==> config.mk <==
export PLATFORM = sky130hd
export DESIGN_NAME = path_setup_ctrl
export DESIGN_NICKNAME = d
export VERILOG_FILES = /design/src/rtl/path_setup_pkg.sv /design/src/rtl/backoff_gen.sv /design/src/rtl/len_counter.sv /design/src/rtl/path_setup_ctrl.sv
export SDC_FILE = /design/constraint.sdc
export NUM_CORES = 1
export LEC_CHECK = 0
export BUFFER_PORTS_ARGS = -buffer_cell sky130_fd_sc_hd__clkbuf_2
export CAP_MARGIN = 20
export CORE_MARGIN = 2
export CORE_UTILIZATION = 30
export CTS_CLUSTER_DIAMETER = 60
export DETAILED_ROUTE_END_ITERATION = 7
export GPL_TIMING_DRIVEN = 0
export PLACE_DENSITY_LB_ADDON = 0.08
export REMOVE_ABC_BUFFERS = 1
export SYNTH_ARGS = -nofsm -noshare
export SYNTH_HDL_FRONTEND = slang
export SYNTH_HIERARCHICAL = 1
export SYNTH_SLANG_ARGS = --single-unit
==> constraint.sdc <==
create_clock -name clk_i -period 3.8 [get_ports clk_i]
set_input_delay 0 -clock clk_i [delete_from_list [all_inputs] [get_ports clk_i]]
set_output_delay 0 -clock clk_i [all_outputs]
set_load 0.05 [all_outputs]
==> src/rtl/path_setup_pkg.sv <==
package path_setup_pkg;
  typedef enum logic [1:0] {
    MSG_SETUP    = 2'd0,
    MSG_ACK      = 2'd1,
    MSG_BLOCKED  = 2'd2,
    MSG_TEARDOWN = 2'd3
  } msg_type_e;

  typedef enum logic [2:0] {
    ST_IDLE,
    ST_SETUP,
    ST_WAIT,
    ST_XFER,
    ST_BACKOFF,
    ST_TEARDOWN
  } state_e;
endpackage

==> src/rtl/backoff_gen.sv <==
module backoff_gen #(
  parameter int unsigned           LFSR_W  = 16,
  parameter int unsigned           MAX_EXP = 8,
  parameter logic [LFSR_W-1:0]     TAPS    = 16'hB400,
  parameter logic [LFSR_W-1:0]     SEED    = 16'hACE1
) (
  input  logic clk_i,
  input  logic rst_ni,
  input  logic start_i,
  input  logic clr_exp_i,
  output logic done_o
);
  localparam int unsigned CNT_W = MAX_EXP + 2;
  localparam int unsigned EXP_W = $clog2(MAX_EXP + 1);
  localparam logic [CNT_W-1:0] CNT_MAX = CNT_W'(1) << (MAX_EXP + 1);

  logic [LFSR_W-1:0] lfsr_q;
  logic [EXP_W-1:0]  exp_q;
  logic [CNT_W-1:0]  cnt_q;
  logic [CNT_W-1:0]  mask;

  always_ff @(posedge clk_i or negedge rst_ni) begin
    if (!rst_ni) lfsr_q <= SEED;
    else         lfsr_q <= {1'b0, lfsr_q[LFSR_W-1:1]} ^ (lfsr_q[0] ? TAPS : '0);
  end

  assign mask = (CNT_W'(2) << exp_q) - CNT_W'(1);

  always_ff @(posedge clk_i or negedge rst_ni) begin
    if (!rst_ni)                             exp_q <= '0;
    else if (clr_exp_i)                      exp_q <= '0;
    else if (start_i && exp_q != EXP_W'(MAX_EXP)) exp_q <= exp_q + EXP_W'(1);
  end

  always_ff @(posedge clk_i or negedge rst_ni) begin
    if (!rst_ni)           cnt_q <= '0;
    else if (start_i)      cnt_q <= (lfsr_q[CNT_W-1:0] & mask) + CNT_W'(1);
    else if (cnt_q != '0)  cnt_q <= cnt_q - CNT_W'(1);
  end

  assign done_o = (cnt_q == CNT_W'(1));

  AST_BACKOFF_CAP: assert property (@(posedge clk_i) disable iff (!rst_ni)
    cnt_q <= CNT_MAX);
  AST_EXP_CAP: assert property (@(posedge clk_i) disable iff (!rst_ni)
    exp_q <= EXP_W'(MAX_EXP));
  AST_BACKOFF_LOADED: assert property (@(posedge clk_i) disable iff (!rst_ni)
    start_i |=> cnt_q != '0);
  AST_EXP_CLEARED: assert property (@(posedge clk_i) disable iff (!rst_ni)
    clr_exp_i && !start_i |=> exp_q == '0);
endmodule

==> src/rtl/len_counter.sv <==
module len_counter #(
  parameter int unsigned LEN_W = 16
) (
  input  logic             clk_i,
  input  logic             rst_ni,
  input  logic             load_i,
  input  logic [LEN_W-1:0] len_i,
  input  logic             en_i,
  output logic             last_o
);
  logic [LEN_W-1:0] cnt_q;

  always_ff @(posedge clk_i or negedge rst_ni) begin
    if (!rst_ni)                   cnt_q <= '0;
    else if (load_i)               cnt_q <= len_i;
    else if (en_i && cnt_q != '0)  cnt_q <= cnt_q - LEN_W'(1);
  end

  assign last_o = (cnt_q == LEN_W'(1));

  AST_LEN_NO_WRAP: assert property (@(posedge clk_i) disable iff (!rst_ni)
    (cnt_q == '0) && !load_i |=> cnt_q == '0);
endmodule

==> src/rtl/path_setup_ctrl.sv <==
module path_setup_ctrl
  import path_setup_pkg::*;
#(
  parameter int unsigned DST_W   = 8,
  parameter int unsigned LEN_W   = 16,
  parameter int unsigned LFSR_W  = 16,
  parameter int unsigned MAX_EXP = 8
) (
  input  logic             clk_i,
  input  logic             rst_ni,
  input  logic             req_valid_i,
  input  logic [DST_W-1:0] req_dst_i,
  input  logic [LEN_W-1:0] req_len_i,
  output logic             req_ready_o,
  output logic             ctl_tx_valid_o,
  output logic [1:0]       ctl_tx_type_o,
  output logic [DST_W-1:0] ctl_tx_dst_o,
  input  logic             ctl_tx_ready_i,
  input  logic             ctl_rx_valid_i,
  input  logic [1:0]       ctl_rx_type_i,
  input  logic [DST_W-1:0] ctl_rx_dst_i,
  output logic             tx_en_o,
  output logic             busy_o,
  output logic             done_o
);
  state_e           state_q, state_d;
  logic [DST_W-1:0] dst_q;
  logic [LEN_W-1:0] len_q;
  logic             done_q;
  logic             reply_hit, got_ack, got_blk;
  logic             bo_start, bo_clr, bo_done;
  logic             cnt_load, cnt_last;
  logic             td_sent;

  assign reply_hit = (state_q == ST_WAIT) && ctl_rx_valid_i && (ctl_rx_dst_i == dst_q);
  assign got_ack   = reply_hit && (ctl_rx_type_i == 2'(MSG_ACK));
  assign got_blk   = reply_hit && (ctl_rx_type_i == 2'(MSG_BLOCKED));
  assign td_sent   = (state_q == ST_TEARDOWN) && ctl_tx_ready_i;
  assign bo_start  = got_blk;
  assign bo_clr    = td_sent;
  assign cnt_load  = got_ack;

  always_comb begin
    state_d = state_q;
    unique case (state_q)
      ST_IDLE:     if (req_valid_i) state_d = ST_SETUP;
      ST_SETUP:    if (ctl_tx_ready_i) state_d = ST_WAIT;
      ST_WAIT: begin
        if (got_ack)      state_d = (len_q == '0) ? ST_TEARDOWN : ST_XFER;
        else if (got_blk) state_d = ST_BACKOFF;
      end
      ST_XFER:     if (cnt_last) state_d = ST_TEARDOWN;
      ST_BACKOFF:  if (bo_done) state_d = ST_SETUP;
      ST_TEARDOWN: if (ctl_tx_ready_i) state_d = ST_IDLE;
      default:     state_d = ST_IDLE;
    endcase
  end

  always_ff @(posedge clk_i or negedge rst_ni) begin
    if (!rst_ni) begin
      state_q <= ST_IDLE;
      dst_q   <= '0;
      len_q   <= '0;
      done_q  <= 1'b0;
    end else begin
      state_q <= state_d;
      done_q  <= td_sent;
      if (state_q == ST_IDLE && req_valid_i) begin
        dst_q <= req_dst_i;
        len_q <= req_len_i;
      end
    end
  end

  backoff_gen #(
    .LFSR_W  (LFSR_W),
    .MAX_EXP (MAX_EXP)
  ) u_backoff (
    .clk_i     (clk_i),
    .rst_ni    (rst_ni),
    .start_i   (bo_start),
    .clr_exp_i (bo_clr),
    .done_o    (bo_done)
  );

  len_counter #(
    .LEN_W (LEN_W)
  ) u_len (
    .clk_i  (clk_i),
    .rst_ni (rst_ni),
    .load_i (cnt_load),
    .len_i  (len_q),
    .en_i   (tx_en_o),
    .last_o (cnt_last)
  );

  assign req_ready_o    = (state_q == ST_IDLE);
  assign busy_o         = (state_q != ST_IDLE);
  assign ctl_tx_valid_o = (state_q == ST_SETUP) || (state_q == ST_TEARDOWN);
  assign ctl_tx_type_o  = (state_q == ST_TEARDOWN) ? 2'(MSG_TEARDOWN) : 2'(MSG_SETUP);
  assign ctl_tx_dst_o   = dst_q;
  assign tx_en_o        = (state_q == ST_XFER);
  assign done_o         = done_q;

  AST_READY_ONLY_IDLE: assert property (@(posedge clk_i) disable iff (!rst_ni)
    busy_o |-> !req_ready_o);
  AST_MSG_HOLD: assert property (@(posedge clk_i) disable iff (!rst_ni)
    ctl_tx_valid_o && !ctl_tx_ready_i |=>
      ctl_tx_valid_o && $stable(ctl_tx_type_o) && $stable(ctl_tx_dst_o));
  AST_TXEN_AFTER_ACK: assert property (@(posedge clk_i) disable iff (!rst_ni)
    $rose(tx_en_o) |-> $past(ctl_rx_valid_i) && ($past(ctl_rx_type_i) == 2'(MSG_ACK)));
  AST_TD_FOLLOWS_TX: assert property (@(posedge clk_i) disable iff (!rst_ni)
    $fell(tx_en_o) |-> ctl_tx_valid_o && (ctl_tx_type_o == 2'(MSG_TEARDOWN)));
  AST_DONE_PULSE: assert property (@(posedge clk_i) disable iff (!rst_ni)
    done_o |=> !done_o);
  AST_DONE_IDLE: assert property (@(posedge clk_i) disable iff (!rst_ni)
    done_o |-> !busy_o);
endmodule

==> results_dict.tcl <==
set metrics [dict create \
    synth-seq-area-share_pct 43.7 \
    power_frac_seq_pct 43.7 \
    floorplan.initialDensity_pct 30.7 \
    worst-setup-path-type "reg2reg" \
    power.share.clock_pct 34.3 \
    setup-violations-final 0 \
    hold_path_class "in2reg" \
    route.detailed.vias_per_inst 5.03 \
    timing.critical_path.arrival_ps 3630 \
    post-route-util_pct 38.0 \
    synth_top_cell_by_area "dfrtp_1" \
    worst-endpoint-required_ps 4020 \
    cts_buffer_depth 2 \
    ant_diodes 0 \
    switching_power_mw 0.741 \
    postSynthCellCount 413 \
    power_frac_comb_pct 22.0 \
    yosysMostFrequentCell "dfrtp_1" \
    grt_setup_unrepaired "false" \
    warning_count_from_the_yosys_run 6 \
    synthFlopType "dfrtp_1" \
    timing.final.ws_setup_ps 387 \
    average_wire_per_cell_in_the_routed_design_um 15.6 \
    ys_top_cells_by_area "dfrtp_1, mux2_1, dfstp_2" \
    route.vias.total 3389 \
    min_period_ps 3410 \
    io_buffer_count 53 \
    synth_async_sr_flop_share_pct 100 \
    clock-skew-final_ps 7.00 \
    die_height_um 123 \
    pre_cts_ws_ps 406 \
    p_per_area_nw_per_um2 450 \
    detail_route.drc_violations 0 \
    syn2layout_area_growth_pct 23.8 \
    internal_power_mw 1.63 \
    vdd_ir_drop_max_mv 0.212 \
    timing.max_slew.rel_slack_pct 50.0 \
    synthTopCellsByCount "dfrtp_1, nor2_1, mux2_1" \
    max_cap_viol_count 0 \
    achievable-frequency_ghz 0.293 \
    detailedPlacementHpwl_mm 7.78 \
    cts-root-buf "clkbuf_16" \
    clock_tree_from_tritoncts "done" \
    cts.repair.resized 0 \
    io_pins 54 \
    floorplan.rows 43 \
    place.gp.congestion 0.789 \
    drive_gt1_share_pct 20.6 \
    post_cts_setup_buffers 0 \
    critical_path.top_delay_family "simple AND/OR/NAND/NOR gates" \
    grt_max_degree 49 \
    htree_num_levels 3 \
    synth-seq-cells 74 \
    timing.setup.tns_ps 0 \
    synth_cell_types 71 \
    finalCritPeriodShare_pct 89.8 \
    cts_buffers 9 \
    placeableCoreArea_um2 13900 \
    start_kind "register" \
    final_nets 540 \
    endpoint_kind "register" \
    outcome "completed" \
    grt_antenna_before_repair 0 \
    remaining_antenna_violation_count_after_routing 0 \
    critPathBufInv 1 \
    die_w_um 123 \
    detailedRoute.firstIterationViolations 121 \
    timing_hold_violations_final 0 \
    synth_area_um2 4260 \
    clock_sinks 74 \
    insertion_delay_ps 340 \
    power.static_leakage_nw 2.33 \
    crit_slowest_cell "or3b_2" \
    routed_wirelength_mm 10.5 \
    final_max_slew_viol_count 0 \
    global_route.overflow_total 0 \
    track_usage_pct 15.3 \
    fillCellCount 1435 \
    first_pass_grt_wire_length_mm 17.7 \
    switching_share_pct 31.2 \
    critical_path_fanouts_max 11 \
    grt_pass1_vias 3384 \
    synth_enable_flop_cells 0 \
    clkSlewWorstSetupHoldPaths_ps 60 \
    post_synth.cell_area_avg_um2 10.3 \
    timing.critical_path.cells "inv_1 -> ha_1 -> or3b_2 -> ha_1 -> nand2b_1 -> mux2_2 -> nor4_1 -> nand4_1 -> xnor2_1 -> mux2_2" \
    drt_first_pass_iters 4 \
    yosysTopAreaCellShare_pct 38.8 \
    floorplan.die_area_um2 15200 \
    cpPeakStageDelay_ps 520 \
    timing_worst_slew_pin_value_ps 744 \
]
==> metal layers <==
layer  share of wire [%]  track usage (%)  up-vias
met5                   0                0        -
met4                 1.7             6.68        0
met3                 4.4             3.04       11
met2                  44             23.0       86
met1                  50             21.3     1625
li1                    -                -     1667
==> cell type report <==
class / count / area (µm²) / area share (%)
multi-input combinational: 302 / 2210 / 42.0
sequential: 74 / 1860 / 35.3
timing repair buffer: 84 / 619 / 11.7
clock buffer: 14 / 274 / 5.20
tap: 180 / 225 / 4.27
inverter: 18 / 67.6 / 1.28
clock inverter: 2 / 10.0 / 0.190
==> per-stage QoR <==
step,hold slack (ps),total power [mW],area [µm²],instances
2_1_floorplan,-296,1.38,4140,394
3_3_place_gp,216,1.54,4630,627
3_5_place_dp,-4.63,1.55,4720,631
4_1_cts,29.6,2.41,5270,674
5_1_grt,74.0,2.53,5270,674
6_report,39.8,2.37,5270,674
==> worst paths after layout <==
| check | from | slack, ps | depth (start not counted) | to |
|---|---|---|---|---|
| worst max-delay path | u_backoff/exp_q[0] | 390 | 10 | u_backoff/cnt_q[8] |
| worst min-delay path | ctl_rx_type_i[1] | 40 | 3 | state_q[0] |
| worst max register to register | u_backoff/exp_q[0] | 390 | 10 | u_backoff/cnt_q[8] |
| worst min register to register | u_backoff/lfsr_q[12] | 350 | 0 | u_backoff/lfsr_q[11] |
| max in group asynchronous | rst_ni | 3000 | 3 | u_backoff/lfsr_q[5] |
| min in group asynchronous | rst_ni | 170 | 2 | len_q[5] |
==> power by group through the flow <==
| stage | combinational, mW | clock (mW) | sequential, mW |
|---|---|---|---|
| after global routing | 0.586 | 0.881 | 1.06 |
| after CTS | 0.528 | 0.849 | 1.04 |
| after detailed placement | 0.504 | 0 | 1.05 |
| after global placement | 0.489 | 0 | 1.05 |
| final | 0.521 | 0.814 | 1.04 |
| after floorplan | 0.326 | 0 | 1.05 |
==> layout by cell type (no fill, tap or decap), drive strengths merged, types with 5 or more instances in the layout <==
cell type and instances:
a21oi 10, a31oi 8, clkbuf 67, dfrtp 66, dfstp 8, dlygate4sd3 27, ha 12, inv 18
mux2 29, mux2i 6, nand2 23, nand2b 9, nand3 10, nand4 8, nor2 33, nor2b 5
nor3 12, nor4 13, o211ai 5, o21ai 13, or3 7, or4 10, xnor2 15, xor2 15
==> kinds of logic after synthesis <==
family	after synthesis	share of synthesized area (%)
flops	74	43.7
mux	35	9.08
buf+inv	37	4.49
xor+xnor	30	6.17
fa+ha+maj	12	3.53
compound gates	71	11.9
simple gates	154	21.2
==> flip-flops by register name, indices dropped and copies added (netlist names) <==
| register | count |
|---|---|
| len_q | 16 |
| u_backoff/lfsr_q | 16 |
| u_len/cnt_q | 16 |
| u_backoff/cnt_q | 10 |
| ctl_tx_dst_o | 8 |
| u_backoff/exp_q | 4 |
| state_q | 3 |
| done_o | 1 |
==> worst min-delay path, delay by kind of cell <==
family | cells | cell delay (ps)
AND/OR/NAND/NOR | 1 | 170
buffers and inverters | 1 | 100
AO/OA/AOI/OAI | 1 | 70
==> what timing repair did <==
action / in CTS / in global routing
hold buffers: 27 / 0
hold endpoints to repair: 52 / 0
endpoints found under the setup margin: 0 / 0
(Power assumes the default switching activity.)
